<file path="src/rtl/tt_pkg.sv">
package tt_pkg;

    typedef enum logic [1:0] {
        PH_IDLE = 2'd0,   // no request
        PH_WAIT = 2'd1,   // hold up, waiting for start event
        PH_ON   = 2'd2,   // on-time counting, hold up
        PH_REST = 2'd3    // off-time counting, hold forced low
    } phase_e;

    typedef struct packed {
        phase_e ph;
        logic   hold;
    } ctl_t;

endpackage

</file>
<file path="src/rtl/tt_interval_ctr.sv">
module tt_interval_ctr #(
    parameter int CNT_W = 8
) (
    input  logic             clk,
    input  logic             clr,
    input  logic             load,
    input  logic [CNT_W-1:0] load_val,
    input  logic             dec,
    output logic [CNT_W-1:0] count,
    output logic             expired
);

    typedef struct packed {
        logic [CNT_W-1:0] cnt;
    } ctr_t;

    ctr_t ctr_d, ctr_q;

    always_comb begin
        ctr_d = ctr_q;
        if (clr) begin
            ctr_d.cnt = '0;
        end else if (load) begin
            ctr_d.cnt = load_val;
        end else if (dec && (ctr_q.cnt != '0)) begin
            ctr_d.cnt = ctr_q.cnt - 1'b1;
        end
    end

    always_ff @(posedge clk) begin
        ctr_q <= ctr_d;
    end

    assign count   = ctr_q.cnt;
    assign expired = (ctr_q.cnt == '0);

    // a counter sitting at zero never wraps to all ones
    AST_CTR_NO_WRAP: assert property (@(posedge clk)
        (expired && !load && !clr) |=> expired);

endmodule

</file>
<file path="src/rtl/tt_start_sel.sv">
module tt_start_sel (
    input  logic ext_mode,
    input  logic hold,
    input  logic hlda,
    input  logic breq,
    output logic start
);

    logic src;

    always_comb begin
        src   = ext_mode ? breq : hlda;
        start = hold & src;
    end

endmodule

</file>
<file path="src/rtl/tt_bus_throttle.sv">
module tt_bus_throttle #(
    parameter int CNT_W = 8
) (
    input  logic             clk,
    input  logic             rst,
    input  logic             bus_need,
    input  logic             hlda,
    input  logic             breq,
    input  logic             ext_mode,
    input  logic [CNT_W-1:0] ton_val,
    input  logic [CNT_W-1:0] toff_val,
    output logic             hold
);
    import tt_pkg::*;

    ctl_t ctl_d, ctl_q;

    logic             start;
    logic             on_clr, on_load, on_dec, on_expired;
    logic             off_clr, off_load, off_dec, off_expired;
    logic [CNT_W-1:0] on_count, off_count;

    tt_start_sel u_start (
        .ext_mode (ext_mode),
        .hold     (ctl_q.hold),
        .hlda     (hlda),
        .breq     (breq),
        .start    (start)
    );

    tt_interval_ctr #(.CNT_W(CNT_W)) u_on_ctr (
        .clk      (clk),
        .clr      (on_clr),
        .load     (on_load),
        .load_val (ton_val),
        .dec      (on_dec),
        .count    (on_count),
        .expired  (on_expired)
    );

    tt_interval_ctr #(.CNT_W(CNT_W)) u_off_ctr (
        .clk      (clk),
        .clr      (off_clr),
        .load     (off_load),
        .load_val (toff_val),
        .dec      (off_dec),
        .count    (off_count),
        .expired  (off_expired)
    );

    always_comb begin
        ctl_d    = ctl_q;
        on_clr   = 1'b0;
        on_load  = 1'b0;
        on_dec   = 1'b0;
        off_clr  = 1'b0;
        off_load = 1'b0;
        off_dec  = 1'b0;

        unique case (ctl_q.ph)
            PH_IDLE: begin
                if (bus_need) ctl_d.ph = PH_WAIT;
            end
            PH_WAIT: begin
                if (!bus_need) begin
                    ctl_d.ph = PH_IDLE;
                end else if (start) begin
                    ctl_d.ph = PH_ON;
                    on_load  = 1'b1;
                end
            end
            PH_ON: begin
                if (!bus_need) begin
                    ctl_d.ph = PH_IDLE;
                    on_clr   = 1'b1;
                end else if (on_expired) begin
                    ctl_d.ph = PH_REST;
                    off_load = 1'b1;
                end else begin
                    on_dec = 1'b1;
                end
            end
            PH_REST: begin
                if (off_expired) begin
                    ctl_d.ph = bus_need ? PH_WAIT : PH_IDLE;
                end else begin
                    off_dec = 1'b1;
                end
            end
            default: ctl_d.ph = PH_IDLE;
        endcase

        ctl_d.hold = (ctl_d.ph == PH_WAIT) || (ctl_d.ph == PH_ON);

        if (rst) begin
            ctl_d.ph   = PH_IDLE;
            ctl_d.hold = 1'b0;
            on_clr     = 1'b1;
            off_clr    = 1'b1;
        end
    end

    always_ff @(posedge clk) begin
        ctl_q <= ctl_d;
    end

    assign hold = ctl_q.hold;

    AST_RESET_CLEARS: assert property (@(posedge clk)
        rst |=> (!hold && on_expired && off_expired));

    AST_IDLE_REQUEST: assert property (@(posedge clk) disable iff (rst)
        (ctl_q.ph == PH_IDLE && bus_need) |=> hold);

    AST_WAIT_PERSISTS: assert property (@(posedge clk) disable iff (rst)
        (ctl_q.ph == PH_WAIT && bus_need && !start) |=> hold);

    AST_ON_LOADED: assert property (@(posedge clk) disable iff (rst)
        (ctl_q.ph == PH_WAIT && bus_need && start) |=> (hold && on_count == $past(ton_val)));

    AST_REST_LOADED: assert property (@(posedge clk) disable iff (rst)
        (ctl_q.ph == PH_ON && bus_need && on_expired) |=> (!hold && off_count == $past(toff_val)));

    AST_REST_HOLD_LOW: assert property (@(posedge clk) disable iff (rst)
        (ctl_q.ph == PH_REST && !off_expired) |=> !hold);

    AST_REST_REASSERT: assert property (@(posedge clk) disable iff (rst)
        (ctl_q.ph == PH_REST && off_expired && bus_need) |=> hold);

    AST_REST_TO_IDLE: assert property (@(posedge clk) disable iff (rst)
        (ctl_q.ph == PH_REST && off_expired && !bus_need) |=> !hold);

    AST_ABORT_CLEAR: assert property (@(posedge clk) disable iff (rst)
        (ctl_q.ph == PH_ON && !bus_need) |=> (!hold && on_expired && off_expired));

endmodule

</file>
<file path="config.mk">
export PLATFORM = sky130hd
export DESIGN_NAME = tt_bus_throttle
export DESIGN_NICKNAME = d
export VERILOG_FILES = /design/src/rtl/tt_pkg.sv /design/src/rtl/tt_interval_ctr.sv /design/src/rtl/tt_start_sel.sv /design/src/rtl/tt_bus_throttle.sv
export SDC_FILE = /design/constraint.sdc
export NUM_CORES = 1
export LEC_CHECK = 0
export ABC_CLOCK_PERIOD_IN_PS = 3600
export CAP_MARGIN = 20
export CORE_UTILIZATION = 51
export DETAILED_ROUTE_END_ITERATION = 16
export PLACE_DENSITY_LB_ADDON = 0.15
export SLEW_MARGIN = 15
export SYNTH_ARGS = -nofsm -noshare
export SYNTH_HDL_FRONTEND = slang
export SYNTH_HIERARCHICAL = 1
export SYNTH_SLANG_ARGS = --single-unit
</file>
<file path="constraint.sdc">
create_clock -name clk -period 3.6 [get_ports clk]
set_clock_uncertainty 0.2 [all_clocks]
set_input_delay 0.36 -clock clk [delete_from_list [all_inputs] [get_ports clk]]
set_output_delay 0.36 -clock clk [all_outputs]
set_load 0.01 [all_outputs]
</file>
==> results.yml <==
outcome:
  status: "finished, final reports clean"
yosys:
  synth_flop_cell: "dfxtp_1"
  syn_area_per_cell_um2: 8.696
  syn_inst: 141
  yosys_warnings: 6
  synth_cell_types: 37
  ys_seq_area_share_pct: 31.02
  async_reset_ff_share_pct: 0
  synth_edf_count: 0
  ys_ff_latch: 19
  syn_area_um2: 1226
  synth_nets: 167
clocking:
  cts_tree: "done"
  clkTransAtPathRegs_ns: 0.11
  cts_buffer_depth: 2
  clk_latency_ns: 0.30
  cts.repair.resized: 0
  clock-sinks: 19
  cts_buffers: 3
  cts_setup_buffers: 0
  cts_hold_buf: 0
  ctsHtreeMaxLevel: 1
  cts-root-buf: "clkbuf_4"
die:
  fp.dieH_um: 51.04
  initial_core_util_pct: 54.90
  rows: 17
  die_w_um: 51.04
  ios: 23
  dieArea_um2: 2605
  core_area_um2: 2233
final_layout:
  utilization_pct: 66.83
  finalNetCount: 190
  num-fill-cells: 200
  n_antenna_cell: 0
  layout-drive-gt1-share_pct: 14.72
  instances_no_fill: 191
  area_delta_synth_final_pct: 21.73
  ff_latch_area_um2: 380.4
  multiInputGateArea_um2: 785.8
  finish.instance_area_um2: 1493
setup_path:
  crit_required_ns: 3.56
  crit_arrival_ns: 2.60
  crit_type: "reg2reg"
  critPathMaxFanout: 6
  cp-start-kind: "flop"
  end_kind: "flop"
place:
  pre_cts_slack_ns: 0.8725
  place_inst: 187
  dp_hpwl_um: 1846
  dpl-instance-area_um2: 1466
  io_buffers: 22
  gp_congestion: 0.8536
sta:
  finalMaxSlewViolations: 0
  max_freq_ghz: 0.3787
  relSlewSlack_pct: 61.09
  rsz0062_at_grt: "no"
  setup_viol: 0
  tns_ns: 0
  whs_ns: 0.3293
  period_minus_slack_ns: 2.641
  finalCritPeriodShare_pct: 73.35
  setup_slack_ns: 0.9593
  final_hold_viol_count: 0
  worst_pin_slew_ns: 0.5818
pwr:
  p_per_area_nw_per_um2: 246.2
  vdd_drop_max_uv: 254.0
  power_mw: 0.3675
  leakage_nw: 0.5496
route:
  drtIter0Drc: 23
  vias: 1091
  vias_per_cell: 5.712
  wl_met2_um: 1094
  ant_nets: 0
  wirelength_um: 2541
  dr_wl_met3_um: 105
  dr.pass1.iters: 4
  wl_per_cell_um: 13.30
  wl_met1_um: 1314
  drc: 0
  highest_layer: "met4"
grt:
  grt_start_max_net_pins: 15
  grt-ovfl-total: 0
  grt_pass1_vias: 953
  antenna_found_initial: 0
  grt_pass1_wl_um: 4084
  gr-usage-all-layers_pct: 20.85
flow_run:
  cap_violations: 0
min_path:
  hold_path.class: "reg2reg"
## cells by family after synthesis
logic type	Yosys count	share of synthesized area [%]
fa+ha+maj	4	4.082
xor+xnor	6	4.286
compound gates	36	22.65
buf+inv	16	4.899
simple gates	57	30.61
flops	19	31.02
mux	3	2.449
## placed cells by master (no fill, tap or decap), drive strengths merged, types with 4 or more instances in the layout
master	n
or3	4
dfxtp	19
o21ai	7
ha	4
xnor2	6
a211oi	4
or4	10
a21oi	12
clkbuf	4
nor4	4
clkdlybuf4s50	22
a311oi	4
nand2	6
nor2	14
inv	10
nor3b	6
## synthesized netlist by cell type (3+ instances only)
cell type / number / area share, %
nand2_1: 6 / 1.8
nor2_1: 14 / 4.3
dfxtp_1: 19 / 31
mux2i_1: 3 / 2.4
or3_2: 4 / 2.4
xnor2_1: 6 / 4.3
o21ai_0: 6 / 2.4
ha_1: 4 / 4.1
a311oi_1: 4 / 2.9
inv_1: 10 / 3.1
nor3b_1: 6 / 3.7
a21oi_1: 12 / 4.9
or4_1: 4 / 2.4
or4_2: 4 / 2.9
## area by class of cell
| type | instances | share of cell area (%) |
|---|---|---|
| clock buffer | 4 | 1.760 |
| inverter | 12 | 3.018 |
| multi-input combinational | 106 | 52.64 |
| sequential | 19 | 25.48 |
| tap | 28 | 2.347 |
| timing repair buffer | 22 | 14.75 |
## report_power, final
group	leakage, nW	internal, mW	switching, mW
combinational	0.381	0.0279	0.0152
clock	0.0150	0.0431	0.0669
sequential	0.154	0.212	0.00208
total	0.550	0.283	0.0842
## path summary, 6_finish.rpt
kind	from	endpoint	slack, ns	depth (start not counted)
max	u_off_ctr/count[0]$_SDFFE_PP0P_	u_off_ctr/count[7]$_SDFFE_PP0P_	0.96	11
max reg2reg	u_off_ctr/count[0]$_SDFFE_PP0P_	u_off_ctr/count[7]$_SDFFE_PP0P_	0.96	11
min	u_on_ctr/count[5]$_SDFFE_PP0P_	u_on_ctr/count[5]$_SDFFE_PP0P_	0.33	2
min reg2reg	u_on_ctr/count[5]$_SDFFE_PP0P_	u_on_ctr/count[5]$_SDFFE_PP0P_	0.33	2
## layer usage
metal | GRT usage [%] | vias up
met3 | 2.679 | 2
li1 | - | 567
met5 | 0 | -
met2 | 31.58 | 25
met4 | 11.11 | 0
met1 | 28.52 | 497
## state kept, by name, indices dropped and copies added, names as in the netlist
name             cells
hold                 1
u_off_ctr/count      8
ctl_q                2
u_on_ctr/count       8
## critical path, cell delays in order (launching register included)
cell	delay [ns]
dfxtp_1	0.36
inv_1	0.08
ha_1	0.21
inv_1	0.13
nor4_1	0.07
nor2b_1	0.16
nand2_1	0.10
inv_1	0.22
or3b_2	0.50
nor3_1	0.19
mux2i_1	0.21
a211oi_1	0.08
Power figures use the tool's default switching activity.
